**src/rtl/lcd_tg_pkg.sv**
```systemverilog
package lcd_tg_pkg;
  localparam int ST_VSYNC = 0;
  localparam int ST_DISP  = 1;
  localparam int ST_LINE  = 2;
  localparam int ST_W     = 3;
  typedef logic [ST_W-1:0] tg_status_t;
endpackage

```
**src/rtl/lcd_tg_axis.sv**
```systemverilog
module lcd_tg_axis #(
  parameter int CW = 16
) (
  input  logic          clk,
  input  logic          rst_n,
  input  logic          adv,
  input  logic [CW-1:0] total,
  input  logic [CW-1:0] sync_start,
  input  logic [CW-1:0] sync_end,
  input  logic [CW-1:0] disp_start,
  input  logic [CW-1:0] active,
  output logic [CW-1:0] cnt,
  output logic [CW-1:0] pos,
  output logic          sync_on,
  output logic          disp_on,
  output logic          wrap
);
  localparam int XW = CW + 1;

  // half-open window test, widened so start+length cannot overflow
  function automatic logic in_span(input logic [CW-1:0] c, input logic [CW-1:0] lo,
                                   input logic [XW-1:0] hi_x);
    return ({1'b0, c} >= {1'b0, lo}) && ({1'b0, c} < hi_x);
  endfunction

  // last count of the period; totals of 0 and 1 both pin the counter at 0
  function automatic logic at_last(input logic [CW-1:0] c, input logic [CW-1:0] tot);
    return ({1'b0, c} + XW'(1)) >= {1'b0, tot};
  endfunction

  logic [CW-1:0] cnt_q;
  logic [XW-1:0] disp_end_x;
  logic          last_w;

  assign disp_end_x = {1'b0, disp_start} + {1'b0, active};
  assign last_w     = at_last(cnt_q, total);
  assign wrap       = adv && last_w;

  always_ff @(posedge clk or negedge rst_n) begin
    if (!rst_n)   cnt_q <= '0;
    else if (adv) cnt_q <= last_w ? '0 : cnt_q + 1'b1;
  end

  assign cnt     = cnt_q;
  assign sync_on = in_span(cnt_q, sync_start, {1'b0, sync_end});
  assign disp_on = in_span(cnt_q, disp_start, disp_end_x);
  assign pos     = disp_on ? cnt_q - disp_start : '0;

  AST_AXIS_HOLD: assert property (@(posedge clk) disable iff (!rst_n)
    !adv |=> $stable(cnt_q));
  AST_POS_IN_WINDOW: assert property (@(posedge clk) disable iff (!rst_n)
    disp_on |-> ({1'b0, pos} < {1'b0, active}));
endmodule

```
**src/rtl/lcd_tg_status.sv**
```systemverilog
module lcd_tg_status import lcd_tg_pkg::*; (
  input  logic       clk,
  input  logic       rst_n,
  input  tg_status_t events,
  input  tg_status_t clr,
  output tg_status_t status
);
  tg_status_t status_q;

  // event beats clear on the same edge
  always_ff @(posedge clk or negedge rst_n) begin
    if (!rst_n) status_q <= '0;
    else        status_q <= (status_q & ~clr) | events;
  end

  assign status = status_q;

  AST_VSYNC_SETS: assert property (@(posedge clk) disable iff (!rst_n)
    events[ST_VSYNC] |=> status_q[ST_VSYNC]);
  AST_DISP_SETS: assert property (@(posedge clk) disable iff (!rst_n)
    events[ST_DISP] |=> status_q[ST_DISP]);
  AST_LINE_SETS: assert property (@(posedge clk) disable iff (!rst_n)
    events[ST_LINE] |=> status_q[ST_LINE]);
  AST_STICKY: assert property (@(posedge clk) disable iff (!rst_n)
    (status_q != '0) |=> (($past(status_q) & ~$past(clr) & ~status_q) == '0));
  AST_CLEARS: assert property (@(posedge clk) disable iff (!rst_n)
    (clr != '0) |=> ((status_q & $past(clr) & ~$past(events)) == '0));
endmodule

```
**src/rtl/lcd_timing_gen.sv**
```systemverilog
module lcd_timing_gen import lcd_tg_pkg::*; #(
  parameter int CW       = 16,
  parameter int CMP_BITS = 9
) (
  input  logic                clk,
  input  logic                rst_n,
  input  logic [CW-1:0]       cfg_h_sync_start,
  input  logic [CW-1:0]       cfg_h_sync_end,
  input  logic [CW-1:0]       cfg_h_disp_start,
  input  logic [CW-1:0]       cfg_h_active,
  input  logic [CW-1:0]       cfg_h_total,
  input  logic [CW-1:0]       cfg_v_sync_start,
  input  logic [CW-1:0]       cfg_v_sync_end,
  input  logic [CW-1:0]       cfg_v_disp_start,
  input  logic [CW-1:0]       cfg_v_active,
  input  logic [CW-1:0]       cfg_v_total,
  input  logic [CMP_BITS-1:0] cfg_irq_line,
  input  logic [1:0]          cfg_sync_pol,
  input  logic [ST_W-1:0]     status_clr,
  output logic                hsync,
  output logic                vsync,
  output logic                de,
  output logic                vblank,
  output logic [CW-1:0]       pix_x,
  output logic [CW-1:0]       pix_y,
  output logic [CW-1:0]       cur_line,
  output logic [ST_W-1:0]     status
);
  logic [CW-1:0] h_cnt, v_cnt, h_pos, v_pos;
  logic          h_sync_on, v_sync_on, h_disp_on, v_disp_on;
  logic          h_wrap, v_wrap;
  logic          line_start;
  tg_status_t    ev;

  lcd_tg_axis #(.CW(CW)) u_h_axis (
    .clk(clk), .rst_n(rst_n), .adv(1'b1),
    .total(cfg_h_total), .sync_start(cfg_h_sync_start), .sync_end(cfg_h_sync_end),
    .disp_start(cfg_h_disp_start), .active(cfg_h_active),
    .cnt(h_cnt), .pos(h_pos), .sync_on(h_sync_on), .disp_on(h_disp_on), .wrap(h_wrap)
  );

  lcd_tg_axis #(.CW(CW)) u_v_axis (
    .clk(clk), .rst_n(rst_n), .adv(h_wrap),
    .total(cfg_v_total), .sync_start(cfg_v_sync_start), .sync_end(cfg_v_sync_end),
    .disp_start(cfg_v_disp_start), .active(cfg_v_active),
    .cnt(v_cnt), .pos(v_pos), .sync_on(v_sync_on), .disp_on(v_disp_on), .wrap(v_wrap)
  );

  // events are decoded in cycle 0 of a line
  assign line_start      = (h_cnt == '0);
  assign ev[ST_VSYNC]    = line_start && (v_cnt == cfg_v_sync_start);
  assign ev[ST_DISP]     = line_start && (v_cnt == cfg_v_disp_start);
  assign ev[ST_LINE]     = line_start && (v_cnt[CMP_BITS-1:0] == cfg_irq_line);

  lcd_tg_status u_status (
    .clk(clk), .rst_n(rst_n), .events(ev), .clr(status_clr), .status(status)
  );

  assign hsync    = cfg_sync_pol[0] ? h_sync_on : ~h_sync_on;
  assign vsync    = cfg_sync_pol[1] ? v_sync_on : ~v_sync_on;
  assign de       = h_disp_on && v_disp_on;
  assign vblank   = ~v_disp_on;
  assign pix_x    = de ? h_pos : '0;
  assign pix_y    = de ? v_pos : '0;
  assign cur_line = v_cnt;

  AST_FRAME_WRAP: assert property (@(posedge clk) disable iff (!rst_n)
    v_wrap |=> (cur_line == '0));
  AST_DE_VISIBLE_LINE: assert property (@(posedge clk) disable iff (!rst_n)
    de |-> (cur_line >= cfg_v_disp_start));
  AST_VSYNC_AT_LINE0: assert property (@(posedge clk) disable iff (!rst_n)
    $rose(status[ST_VSYNC]) |-> ($past(h_cnt) == '0));
endmodule

```
**config.mk**
```make
export PLATFORM = sky130hd
export DESIGN_NAME = lcd_timing_gen
export DESIGN_NICKNAME = d
export VERILOG_FILES = /design/src/rtl/lcd_tg_pkg.sv /design/src/rtl/lcd_tg_axis.sv /design/src/rtl/lcd_tg_status.sv /design/src/rtl/lcd_timing_gen.sv
export SDC_FILE = /design/constraint.sdc
export NUM_CORES = 1
export LEC_CHECK = 0
export BUFFER_PORTS_ARGS = -buffer_cell sky130_fd_sc_hd__buf_4
export CORE_ASPECT_RATIO = 0.5
export CORE_MARGIN = 2
export CORE_UTILIZATION = 50
export DETAILED_ROUTE_END_ITERATION = 16
export PLACE_DENSITY = 0.74
export SETUP_SLACK_MARGIN = 0.02
export SKIP_CTS_REPAIR_TIMING = 1
export SLEW_MARGIN = 20
export SYNTH_ARGS = -nofsm -noshare
export SYNTH_HDL_FRONTEND = slang
export SYNTH_HIERARCHICAL = 1
export SYNTH_SLANG_ARGS = --single-unit
export TNS_END_PERCENT = 30
```
**constraint.sdc**
```tcl
create_clock -name clk -period 6.5 [get_ports clk]
set_input_delay 1.3 -clock clk [delete_from_list [all_inputs] [get_ports clk]]
set_output_delay 1.3 -clock clk [all_outputs]
set_load 0.03 [all_outputs]
```
# Word-level counts from Yosys, hierarchy flattened
# Index checks and enable logic that the tools add are counted.
# totals
register_bits,35
inputBits,176
elab_cells,47
# op_classes
n_addsub,8
order_cmp,10
n_eq_ne,3
n_mux,8
bitwise_logic,6
n_reduce_logical,9
# ops
operator,n
2-to-1 mux 16 bit,6
>= comparator 16 bit,4
"adder 16 x 1 -> 17 bit, second input constant",2
adder 16 x 16 -> 17 bit,2
>= comparator 17 x 16 -> 1 bit,2
< comparator 16 x 17 -> 1 bit,2
"adder 16 x 1 -> 16 bit, second input constant",2
equality test 16 bit,2
< comparator 16 bit,2
subtractor 16 bit,2
logical NOT 16 bit,1
equality test 9 bit,1
logical AND 1 bit,8
bitwise AND 3 bit,1
NOT 1 bit,3
NOT 3 bit,1
bitwise OR 3 bit,1
2-to-1 mux 1 bit,2

# Longest topological paths before layout
# logic_depth
word_depth,5
mapped_depth,19
mapped_depth_nobuf,17

# By module
# Netlist, hierarchy kept.
# by_module_without_submodules
module,instances,cells_per_inst,area_each_um2,seq_area_each_um2
lcd_tg_axis at u_v_axis,1,524,4106.4,400.4
lcd_tg_axis at u_h_axis,1,504,3957.5,400.4
lcd_timing_gen,1,104,765.7,0.0
lcd_tg_status,1,9,108.9,75.1

# Least setup slack after synthesis
# OpenSTA, ideal clock, no wires.
# synth_path
kind,input to output
startpoint,input port cfg_h_disp_start[0]
endpoint,output port pix_y[10]
arrival_ps,5090
required_time_ps,5200
slack_ps,110
path_stages,18
n_path_buf,2
cell_sequence,ha_1 fa_1 a211oi_2 o21bai_1 o41ai_4 o21bai_1 a21oi_1 xor2_1 ha_1 a21o_1 a211oi_1 nand4_1 a221oi_1 o32ai_4 buf_6 inv_2 clkbuf_1 and3_1
# synth_via
elab_chain_cells,5
# synth_rtl
item,line,rtl
"start, declared",lcd_timing_gen.sv:9,"input logic [CW-1:0] cfg_h_disp_start,"
adder 16 x 16 -> 17 bit,lcd_tg_axis.sv:35,"assign disp_end_x = {1'b0, disp_start} + {1'b0, active};"
< comparator 16 x 17 -> 1 bit,lcd_tg_axis.sv:23,"return ({1'b0, c} >= {1'b0, lo}) && ({1'b0, c} < hi_x);"
logical AND 1 bit *,lcd_tg_axis.sv:23,
net h_disp_on,lcd_timing_gen.sv:30,"logic h_sync_on, v_sync_on, h_disp_on, v_disp_on;"
logical AND 1 bit *,lcd_timing_gen.sv:61,assign de = h_disp_on && v_disp_on;
2-to-1 mux 16 bit *,lcd_timing_gen.sv:64,assign pix_y = de ? v_pos : '0;
"end, declared",lcd_timing_gen.sv:25,"output logic [CW-1:0] pix_y,"
# Mark *: on every way through the listed nets, which the timed path passes. The rest lies on a longest branch.

# Worst setup path in the final report
# layout_path
startpoint,input port cfg_h_disp_start[0]
endpoint,output port pix_x[10]
# layout_via
elab_chain_cells,5
# layout_rtl
item,line,rtl
adder 16 x 16 -> 17 bit,lcd_tg_axis.sv:35,
< comparator 16 x 17 -> 1 bit,lcd_tg_axis.sv:23,
logical AND 1 bit,lcd_tg_axis.sv:23,
2-to-1 mux 16 bit *,lcd_tg_axis.sv:47,assign pos = disp_on ? cnt_q - disp_start : '0;
net h_pos[10],lcd_timing_gen.sv:29,"logic [CW-1:0] h_cnt, v_cnt, h_pos, v_pos;"
2-to-1 mux 16 bit *,lcd_timing_gen.sv:63,assign pix_x = de ? h_pos : '0;
"end, declared",lcd_timing_gen.sv:24,"output logic [CW-1:0] pix_x,"
# Marked as above.

==> flow_summary.ini <==
[floorplan]
die_x_um = 193
die_height_um = 98.5
start_util = 0.512
core_sq_um = 17400
rows = 34
io_pins = 231
die-area_sq_um = 19000

[critical_path]
cp_max_fo = 6
path_class = in -> out
crit_path_cell_trace = buf_8, ha_4, fa_2, a211oi_2, o21bai_2, o41ai_4, o21bai_1, a21oi_1, xor2_1, ha_1, a21o_1, a211oi_2, nand4_1, a221oi_4, o32ai_4, buf_6, a311oi_2, and3_1, buf_6
cpPeakStageDelay_ns = 0.38
cp_data_arrival_time_ns = 5.21
cp-start-kind = input pin
cp-end-kind = primary output
crit_required_ns = 5.20
worst-path-buf-inv = 3
crit_family = compound AO/OA/AOI/OAI gates
crit_slowest_cell = fa_2

[route]
via_per_inst = 5.77
antenna_left = 0
avgRoutedWirePerCell_um = 17.4
vias = 9340
drt_iter0_markers = 535
route.detailed.drc = 0
drt_first_pass_iters = 5
routed_wl_um = 28100

[pwr]
p_int_mw = 0.775
p_sw_mw = 0.611
combPwrFrac = 0.604
p_clk_frac = 0.176
sw_frac_of_total = 0.441
peakVddDrop_v = 0.000104
leakage_nw = 6.25
powerDensity_nw_per_um2 = 120
pwr-share-seq = 0.220

[final_layout]
fillers = 1508
utilization = 0.662
diodes = 0
regArea_sq_um = 876
drive_above_1_share = 0.230
multiInputGateArea_sq_um = 7580
nets = 1756
area_delta_synth_final_pct = 29.2

[clock_tree]
path_clk_slew_ns = 0.06
htreeDepth = 2
clk_latency_ns = 0.29
ctsLongestPathBuffers = 2
cts_sinks = 35
cts_inserted_buffers = 5
cts_tree = yes
cts-root-buf = clkbuf_16

[global_route]
antenna_found_initial = 0
grt_pass1_wl_um = 43600
grt_pass1_vias = 9186
overflow = 0
grt_max_degree = 36
track_usage = 0.281

[timing]
slew_viol_final = 0
hold_viol_final = 0
worstMarginPinSlew_ns = 0.694
fin_skew_ns = 0.00589
period_share = 1.00
holdWs_ns = 0.483
period_needed_ns = 6.51
rsz0062_at_grt = true
relSlewSlack = 0.537
setup_viol = 2
fmax_mhz = 154
setup_ws_ns = -0.0141

[outcome]
violations = setup timing
status = complete, but fails checks

[synthesis]
syn_avg_cell_area_sq_um = 7.84
synth_cells = 1140
synth_warnings = 6
syn_area_sq_um = 8930

[place]
pre_cts_ws_ns = -0.0990
port_buffers = 230
dp_hpwl_um = 21700
gp_congestion = 0.908

[run]
drv_cap = 0

[hold_path]
hold_class = reg -> reg
-- final cells by class --
type	count	share of cell area
timing repair buffer	247	0.174
clock buffer	6	0.0120
inverter	155	0.0531
multi-input combinational	940	0.657
clock inverter	1	0.000434
tap	234	0.0254
sequential	35	0.0759
timing repair inverter	2	0.00217
-- through the flow --
step,power [mW],std cells,setup TNS (ns),area (sq um)
final,1.39,1620,-0.0194,11500
after global routing,1.50,1620,-2.36,11500
after CTS,1.34,1605,-3.98,11100
after detailed placement,1.09,1598,-2.83,10900
after global placement,1.06,1598,-0.000262,10900
after floorplan,0.817,1147,0,8960
-- cells in the final DEF, fill, tap and decap left out, types with 6 or more instances in the layout --
cell,count
nor4_1,10
a22o_1,7
o21a_1,16
inv_1,151
nand2_1,46
a211oi_2,6
a211oi_1,10
a21oi_1,66
ha_1,188
nand2b_1,16
o2bb2ai_1,14
and3_1,39
nor3_1,19
conb_1,8
and4_1,7
xnor2_1,43
nor2_1,65
buf_4,209
o211ai_1,11
o21bai_1,6
xor2_1,72
a21o_1,43
nor2b_1,19
dfrtp_1,35
nand4_1,22
a21oi_2,7
buf_6,36
nand3_1,26
o21ai_0,68
-- power groups by stage --
stage                     logic, mW  registers, mW  clock network [mW]
final                         0.838          0.304               0.244
after global routing          0.930          0.311               0.260
after CTS                     0.784          0.305               0.249
after detailed placement      0.778          0.308                   0
after global placement        0.754          0.309                   0
after floorplan               0.531          0.286                   0
-- registers in the layout, indices dropped and copies added (netlist names) --
signal           cells
u_h_axis/cnt        16
u_v_axis/cnt        16
u_status/status      3
-- path summary, 6_finish.rpt --
kind	cells past startpoint	end	slack, ns	start
setup / recovery	19	pix_x[10]	-0.01	cfg_h_disp_start[0]
hold / removal	1	u_status/status[2]$_DFF_PN0_	0.48	u_status/status[2]$_DFF_PN0_
setup reg to reg	16	u_v_axis/cnt[14]$_DFFE_PN0P_	1.48	u_h_axis/cnt[5]$_DFFE_PN0P_
hold reg to reg	1	u_status/status[2]$_DFF_PN0_	0.48	u_status/status[2]$_DFF_PN0_
max in group asynchronous	1	u_h_axis/cnt[14]$_DFFE_PN0P_	5.20	rst_n
min in group asynchronous	1	u_v_axis/cnt[11]$_DFFE_PN0P_	0.96	rst_n
-- routing by layer --
layer / GRT usage / wire length [um] / up-vias
met3: 0.0285 / 1540 / 48
met5: 0 / 0 / -
met4: 0.0670 / 569 / 0
li1: - / - / 4616
met1: 0.367 / 12600 / 4349
met2: 0.499 / 13400 / 327
No activity file was read; power rests on OpenSTA's default activity.
